===== src/rtl/rnd_sat_pkg.sv =====
// Shared definitions for the rounding/limiting stage.
// Assumes: the kept field sits directly above a low word of equal width.
package rnd_sat_pkg;
    typedef enum logic {
        RND_HALF_UP   = 1'b0,
        RND_HALF_EVEN = 1'b1
    } rnd_mode_e;
endpackage


===== src/rtl/rnd_core.sv =====
// Rounds an accumulator at the boundary between the kept word and the low
// word. Ties go to even or upward depending on the mode. The result's low
// word is forced to zero, and the increment ripples through the guard bits
// and wraps.
// Assumes: the input is two's complement; no saturation is applied here.
module rnd_core
    import rnd_sat_pkg::*;
#(
    parameter int WORD_W = 16,
    parameter int EXT_W  = 8
) (
    input  logic [EXT_W+2*WORD_W-1:0] acc,
    input  rnd_mode_e                 mode,
    output logic [EXT_W+2*WORD_W-1:0] rounded
);
    localparam int ACC_W = EXT_W + 2 * WORD_W;
    localparam int TOP_W = ACC_W - WORD_W;
    localparam logic [WORD_W-1:0] HALF = {1'b1, {(WORD_W-1){1'b0}}};

    logic [WORD_W-1:0] low;
    logic [TOP_W-1:0]  upper;
    logic              bump;

    // Decide whether the kept field is incremented.
    always_comb begin
        low   = acc[WORD_W-1:0];
        upper = acc[ACC_W-1:WORD_W];
        if (low > HALF)
            bump = 1'b1;
        else if (low == HALF)
            bump = (mode == RND_HALF_EVEN) ? upper[0] : 1'b1;
        else
            bump = 1'b0;
    end

    // Apply the increment and clear the discarded word.
    always_comb begin
        rounded = {upper + TOP_W'(bump), {WORD_W{1'b0}}};
    end
endmodule


===== src/rtl/sat_limiter.sv =====
// Produces the storage word from a full accumulator value. When limiting is
// on and the guard bits plus the word's sign bit disagree, it clamps to the
// extreme code of the accumulator's sign.
// Assumes: the sign of the full value is its most significant bit.
module sat_limiter #(
    parameter int WORD_W = 16,
    parameter int EXT_W  = 8
) (
    input  logic [EXT_W+2*WORD_W-1:0] src,
    input  logic                      sat_en,
    output logic [WORD_W-1:0]         word,
    output logic                      clamped
);
    localparam int ACC_W = EXT_W + 2 * WORD_W;
    localparam int CHK_W = EXT_W + 1;
    localparam logic [WORD_W-1:0] POS_MAX = {1'b0, {(WORD_W-1){1'b1}}};
    localparam logic [WORD_W-1:0] NEG_MAX = {1'b1, {(WORD_W-1){1'b0}}};

    logic [CHK_W-1:0] sign_run;
    logic             fits;

    // The value fits when guard bits and word sign are one repeated bit.
    always_comb begin
        sign_run = src[ACC_W-1:2*WORD_W-1];
        fits     = (&sign_run) | ~(|sign_run);
    end

    // Choose between the plain high word and a clamp code.
    always_comb begin
        clamped = sat_en & ~fits;
        if (clamped)
            word = src[ACC_W-1] ? NEG_MAX : POS_MAX;
        else
            word = src[2*WORD_W-1:WORD_W];
    end
endmodule


===== src/rtl/rnd_sat_unit.sv =====
// Top of the rounding and limiting stage. Rounds each accepted sample,
// derives a storage word from the raw or the rounded value, and registers
// both with one cycle of latency. It also keeps a sticky flag of clamp events.
// Assumes: synchronous active-low reset; data outputs hold between samples.
module rnd_sat_unit
    import rnd_sat_pkg::*;
#(
    parameter int WORD_W = 16,
    parameter int EXT_W  = 8
) (
    input  logic                      clk,
    input  logic                      rst_n,
    input  logic                      in_valid,
    input  logic [EXT_W+2*WORD_W-1:0] acc_in,
    input  logic                      round_even,
    input  logic                      sat_en,
    input  logic                      store_rnd,
    input  logic                      flag_clr,
    output logic                      out_valid,
    output logic [EXT_W+2*WORD_W-1:0] rnd_out,
    output logic [WORD_W-1:0]         store_word,
    output logic                      limit_flag
);
    localparam int ACC_W = EXT_W + 2 * WORD_W;

    logic [ACC_W-1:0]  rounded_c;
    logic [ACC_W-1:0]  store_src_c;
    logic [WORD_W-1:0] word_c;
    logic              clamp_c;
    rnd_mode_e         mode_c;

    // Map the mode pin to the rounding mode type.
    always_comb begin
        mode_c = round_even ? RND_HALF_EVEN : RND_HALF_UP;
    end

    rnd_core #(.WORD_W(WORD_W), .EXT_W(EXT_W)) u_round (
        .acc     (acc_in),
        .mode    (mode_c),
        .rounded (rounded_c)
    );

    // Pick the value the storage word is taken from.
    always_comb begin
        store_src_c = store_rnd ? rounded_c : acc_in;
    end

    sat_limiter #(.WORD_W(WORD_W), .EXT_W(EXT_W)) u_limit (
        .src     (store_src_c),
        .sat_en  (sat_en),
        .word    (word_c),
        .clamped (clamp_c)
    );

    // Register results for accepted samples; hold them otherwise.
    always_ff @(posedge clk) begin
        if (!rst_n) begin
            out_valid  <= 1'b0;
            rnd_out    <= '0;
            store_word <= '0;
        end else begin
            out_valid <= in_valid;
            if (in_valid) begin
                rnd_out    <= rounded_c;
                store_word <= word_c;
            end
        end
    end

    // Sticky clamp flag: a new clamp wins over a clear in the same cycle.
    always_ff @(posedge clk) begin
        if (!rst_n)
            limit_flag <= 1'b0;
        else
            limit_flag <= (limit_flag & ~flag_clr) | (in_valid & clamp_c);
    end
endmodule


===== config.mk =====
export PLATFORM = sky130hd
export DESIGN_NAME = rnd_sat_unit
export DESIGN_NICKNAME = d
export VERILOG_FILES = /design/src/rtl/rnd_sat_pkg.sv /design/src/rtl/rnd_core.sv /design/src/rtl/sat_limiter.sv /design/src/rtl/rnd_sat_unit.sv
export SDC_FILE = /design/constraint.sdc
export NUM_CORES = 1
export LEC_CHECK = 0
export ABC_AREA = 1
export BUFFER_PORTS_ARGS = -buffer_cell sky130_fd_sc_hd__buf_2
export CORE_MARGIN = 2
export CORE_UTILIZATION = 54
export DETAILED_ROUTE_END_ITERATION = 8
export PLACE_DENSITY = 0.93
export SYNTH_ARGS = -nofsm -noshare
export SYNTH_HDL_FRONTEND = slang
export SYNTH_HIERARCHICAL = 1
export SYNTH_SLANG_ARGS = --single-unit

===== constraint.sdc =====
create_clock -name clk -period 3.8 [get_ports clk]
set_clock_uncertainty 0.15 [all_clocks]
set_input_delay 0.19 -clock clk [delete_from_list [all_inputs] [get_ports clk]]
set_output_delay 0.19 -clock clk [all_outputs]
set_load 0.01 [all_outputs]

==> results.cfg, run 1 <==
[clock_network]
clk_latency_ns = 0.33
cts_tree = done
numCtsBuffers = 9
cts-root-buf = clkbuf_8
numClockSinks = 58
clk_path_buf_depth = 2
post_cts_resized = 0
clk_pin_slew_ns = 0.07
h-tree-depth = 3
post_cts_buffers = 0

[drt]
wire_per_inst_um = 10.9
drt_iter0_markers = 226
firstDrtPassIters = 5
drc = 0
drtAntennaViolNets = 0
avgViaCountPerCell = 4.54
vias = 3717
routed_wl_um = 8900

[grt]
antenna_found_initial = 0
first_global_vias = 3193
grt_start_max_net_pins = 114
grt_pass1_wl_um = 13900
grt_use_total_pct = 22.5
grt_overflow = 0

[worst_setup_path]
cp_max_fo = 15
endpoint_kind = flip-flop
cp_cell_sequence = buf_2 -> inv_1 -> nand2_1 -> nor3_1 -> a21boi_0 -> ha_1 -> ha_1 -> nand2_2 -> nor2_8 -> nand2_4 -> nor2_4 -> nand3b_1 -> nand2_1 -> inv_1 -> a21oi_1 -> nor2_1 -> and2_4 -> nand2_4 -> nand4_4 -> nand2_1 -> inv_1 -> nand2_1 -> nand2_1 -> nor2_1
path_delay_family = simple AND/OR/NAND/NOR gates
startpoint = acc_in[16]
rr_startpoint = rnd_out[29]
start_kind = input port
crit_top_cell = nand2_1
slowest_stage = nand4_4
cp.required_ns = 3.92
crit_buf_inv = 4
critPathMaxStageDelay_ns = 0.24
cp.arrival_ns = 2.96
critPathKind = input port to flip-flop

[power_and_ir_drop]
finalPower_w = 0.00156
ir_drop_uv = 271
leakage_nw = 2.54
pwr_density_cell_nw_per_um2 = 349

[final_layout]
final_nets = 764
syn_to_final_growth_pct = 14.9
fillers = 699
finalInstanceArea_um2 = 4490
fin_util_pct = 62.9
diodes = 0
drive_above_1_share_pct = 24.1

[timing]
hold_violations = 0
period_share_pct = 74.8
worstMarginPinSlew_ns = 1.02
setup_viol = 0
drv_slew = 0
setup_tns_ns = 0
rsz0062_at_grt = no
max_freq_mhz = 352
slew_headroom_pct = 32.0
period_minus_slack_ns = 2.84

[run]
cap_viol_max_count = 0

[placement]
dp_hpwl_um = 6770
gp_congestion = 0.884
portBuffers = 104
placed_cell_area_um2 = 4290

[die]
rows = 31
fp.dieW_um = 89.1
start_util_pct = 54.7
design.core.area_um2 = 7140
die_area_um2 = 7930
io_pins = 105
die_h_um = 89.1

[hold_path]
hp-class = input port to flip-flop
hold_path_startpoint = acc_in[23]

[logic_synthesis]
synth_cells = 629
syn_area_um2 = 3910
syn_area_per_cell_um2 = 6.21
yosysWarnings = 6

[outcome]
run_status = completed
-- through the flow --
step                      instances  worst slack (ns)  hold slack [ns]
after floorplan                 644              1.05            0.212
final                           818             0.958            0.133
after global routing            818             0.643            0.155
after global placement          801             0.719            0.298
after CTS                       818             0.983            0.125
after detailed placement        801             0.614            0.310
-- cell type report --
| cell class | instances | area (um2) | area share (%) |
|---|---|---|---|
| Multi-Input combinational cell | 468 | 2210 | 49.2 |
| Sequential cell | 58 | 1160 | 25.9 |
| Timing Repair Buffer | 105 | 533 | 11.9 |
| Inverter | 72 | 270 | 6.02 |
| Clock buffer | 9 | 124 | 2.76 |
| Tap cell | 99 | 124 | 2.76 |
| Clock inverter | 7 | 68.8 | 1.53 |
-- report_power, final --
part / switching [W] / internal, W
Clock: 0.000252 / 0.000301
Sequential: 0.0000213 / 0.000652
Combinational: 0.000214 / 0.000125
Total: 0.000487 / 0.00108
-- metal layers --
metal / up-vias / share of wire (%) / global-route usage [%]
li1: 1982 / - / -
met3: 16 / 7.2 / 6.74
met4: 0 / 1.5 / 8.41
met5: - / 0 / 0
met1: 1603 / 44 / 27.0
met2: 116 / 47 / 38.1
-- state kept, by name, summed over array words and instances (netlist names) --
signal / flops
rnd_out: 40
store_word: 16
out_valid: 1
limit_flag: 1
-- path summary, 6_finish.rpt --
path | slack [ns] | depth (start not counted) | endpoint
worst max-delay path | 0.96 | 24 | store_word[3]
worst min-delay path | 0.13 | 6 | rnd_out[23]
worst max register to register | 3.02 | 2 | rnd_out[29]
worst min register to register | 0.32 | 2 | rnd_out[33]
-- worst register-to-register path, stage by stage (launching register included) --
cell     delay (ns)
dfxtp_1        0.37
nor2_1         0.05
nor2_1         0.14
-- layout by cell type (no fill, tap or decap), types with 3 or more instances in the layout --
cell and count:
inv_1 70, xor2_1 6, ha_1 3, buf_2 103, nand2_2 25, nor2_2 3, a21oi_1 24, nor2_1 162
nand3b_1 7, dfxtp_1 58, nor2_4 10, nand2_1 181, nand2_4 5, nand3_1 7, clkinv_2 3, conb_1 16
clkbuf_8 9, xnor2_1 7
-- what timing repair did --
item,CTS,global route
hold endpoints to repair,1,0
hold buffers,1,0
setup endpoints to repair,0,0
(Power assumes the default switching activity.)
==> inputs of run 2 (changes only) <==
==> constraint.sdc (replaced) <==
create_clock -name clk -period 2.7 [get_ports clk]
set_clock_uncertainty 0.15 [all_clocks]
set_input_delay 0.135 -clock clk [delete_from_list [all_inputs] [get_ports clk]]
set_output_delay 0.135 -clock clk [all_outputs]
set_load 0.01 [all_outputs]
==> results.cfg, run 2 (synthesized netlist as in run 1, its figures left out) <==
[placement]
portBuffers = 104
gp_congestion = 0.866
pre_cts_slack_ns = -0.363
dp_hpwl_um = 7070

[die]
die_area_um2 = 7930
io_pins = 105
rows = 31
design.core.area_um2 = 7140
start_util_pct = 54.7
fp.dieW_um = 89.1
die_h_um = 89.1

[drt]
drtAntennaViolNets = 0
avgViaCountPerCell = 4.69
drt_iter0_markers = 236
routed_wl_um = 10200
wire_per_inst_um = 12.0
vias = 3978
firstDrtPassIters = 4
drc = 0

[worst_setup_path]
crit_buf_inv = 3
start_kind = input port
path_delay_family = simple AND/OR/NAND/NOR gates
cp.required_ns = 2.81
endpoint_kind = flip-flop
cp.arrival_ns = 2.80
crit_top_cell = nand2_1
slowest_stage = ha_2
cp_max_fo = 6
critPathMaxStageDelay_ns = 0.24
critPathKind = input port to flip-flop

[clock_network]
numCtsBuffers = 9
clk_pin_slew_ns = 0.07
cts_tree = done
clk_path_buf_depth = 2
clk_latency_ns = 0.33
cts-root-buf = clkbuf_8
h-tree-depth = 3
numClockSinks = 58

[timing]
max_freq_mhz = 372
slew_headroom_pct = 35.2
hold_violations = 0
setup_tns_ns = 0
rsz0062_at_grt = yes
period_minus_slack_ns = 2.69
drv_slew = 0
worstMarginPinSlew_ns = 0.972
setup_viol = 0
period_share_pct = 99.7
whs_ns = 0.0770
fin_ws_ns = 0.00886

[grt]
grt_pass1_wl_um = 15300
first_global_vias = 3559
antenna_found_initial = 0
grt_use_total_pct = 24.6
grt_overflow = 0
grt_start_max_net_pins = 66

[power_and_ir_drop]
ir_drop_uv = 305
leakage_nw = 2.77
pwr_density_cell_nw_per_um2 = 487

[final_layout]
layout_commonest_cell = nand2_1
final_cell_mix = nand2_1, nor2_1, buf_2
drive_above_1_share_pct = 31.3
fillers = 616
fin_util_pct = 69.8
largest_reg_flops = 40
final_nets = 795
syn_to_final_growth_pct = 27.6
multiInputGateArea_um2 = 2370
reg_top3 = rnd_out: 40 flops, store_word: 16 flops
diodes = 0
regMostFlops = rnd_out
regArea_um2 = 1160

[hold_path]
hp-class = input port to flip-flop

[outcome]
run_status = completed

[run]
cap_viol_max_count = 0
-- run 2: changes by cell type in the layout (fill, tap and decap cells not counted), sizes merged --
cell	delta
nand3	+2
nand4	+1
clkinv	-1
inv	-1
buf	+28
clkinvlp	-2
clkbuf	+3
bufinv	+1
-- run 2: metal layers --
layer | vias up | GRT usage (%) | part of all wire (%)
met4 | 0 | 8.68 | 2.5
met3 | 26 | 5.63 | 6.9
li1 | 2058 | - | -
met1 | 1751 | 29.6 | 41
met2 | 143 | 42.9 | 50
met5 | - | 0 | 0
-- run 2: final timing paths --
kind	startpoint	end	slack, ns	cells past startpoint
max reg2reg	store_word[15]	store_word[15]	1.90	2
max	acc_in[12]	store_word[14]	0.009	25
min	acc_in[23]	rnd_out[23]	0.08	6
min reg2reg	store_word[12]	store_word[12]	0.32	2
-- run 2: power by group --
group / leakage, nW / switching [W] / internal, W
Clock: 0.117 / 0.000357 / 0.000571
Sequential: 0.482 / 0.0000299 / 0.000918
Combinational: 2.17 / 0.000332 / 0.000216
Total: 2.77 / 0.000719 / 0.00171
-- run 2: timing repair --
action	in CTS	in global routing
hold buffers	1	0
gates cloned	2	1
endpoints found under the setup margin	3	17
gates resized for setup	0	55
buffers inserted	0	4
endpoints found under the hold margin	1	0
pin swaps	1	32
-- run 2: layout make-up --
class,count,share of cell area [%]
Multi-Input combinational cell,471,47.6
Clock inverter,4,1.48
Sequential cell,58,23.3
Timing Repair Buffer,133,16.6
Inverter,72,5.42
Clock buffer,12,3.11
Tap cell,99,2.49
-- run 2: through the flow --
| step | power, W | instance area [um2] | std cells |
|---|---|---|---|
| after floorplan | 0.00131 | 3960 | 644 |
| after global placement | 0.00144 | 4470 | 825 |
| after detailed placement | 0.00146 | 4470 | 825 |
| after CTS | 0.00239 | 4730 | 844 |
| after global routing | 0.00255 | 4980 | 849 |
| final | 0.00242 | 4980 | 849 |
-- run 2: worst reg2reg max path: cells and delay by family, from the launching register on --
kind	cells	cell delay, ns
DFF	1	0.33
and+or+nand+nor	2	0.22
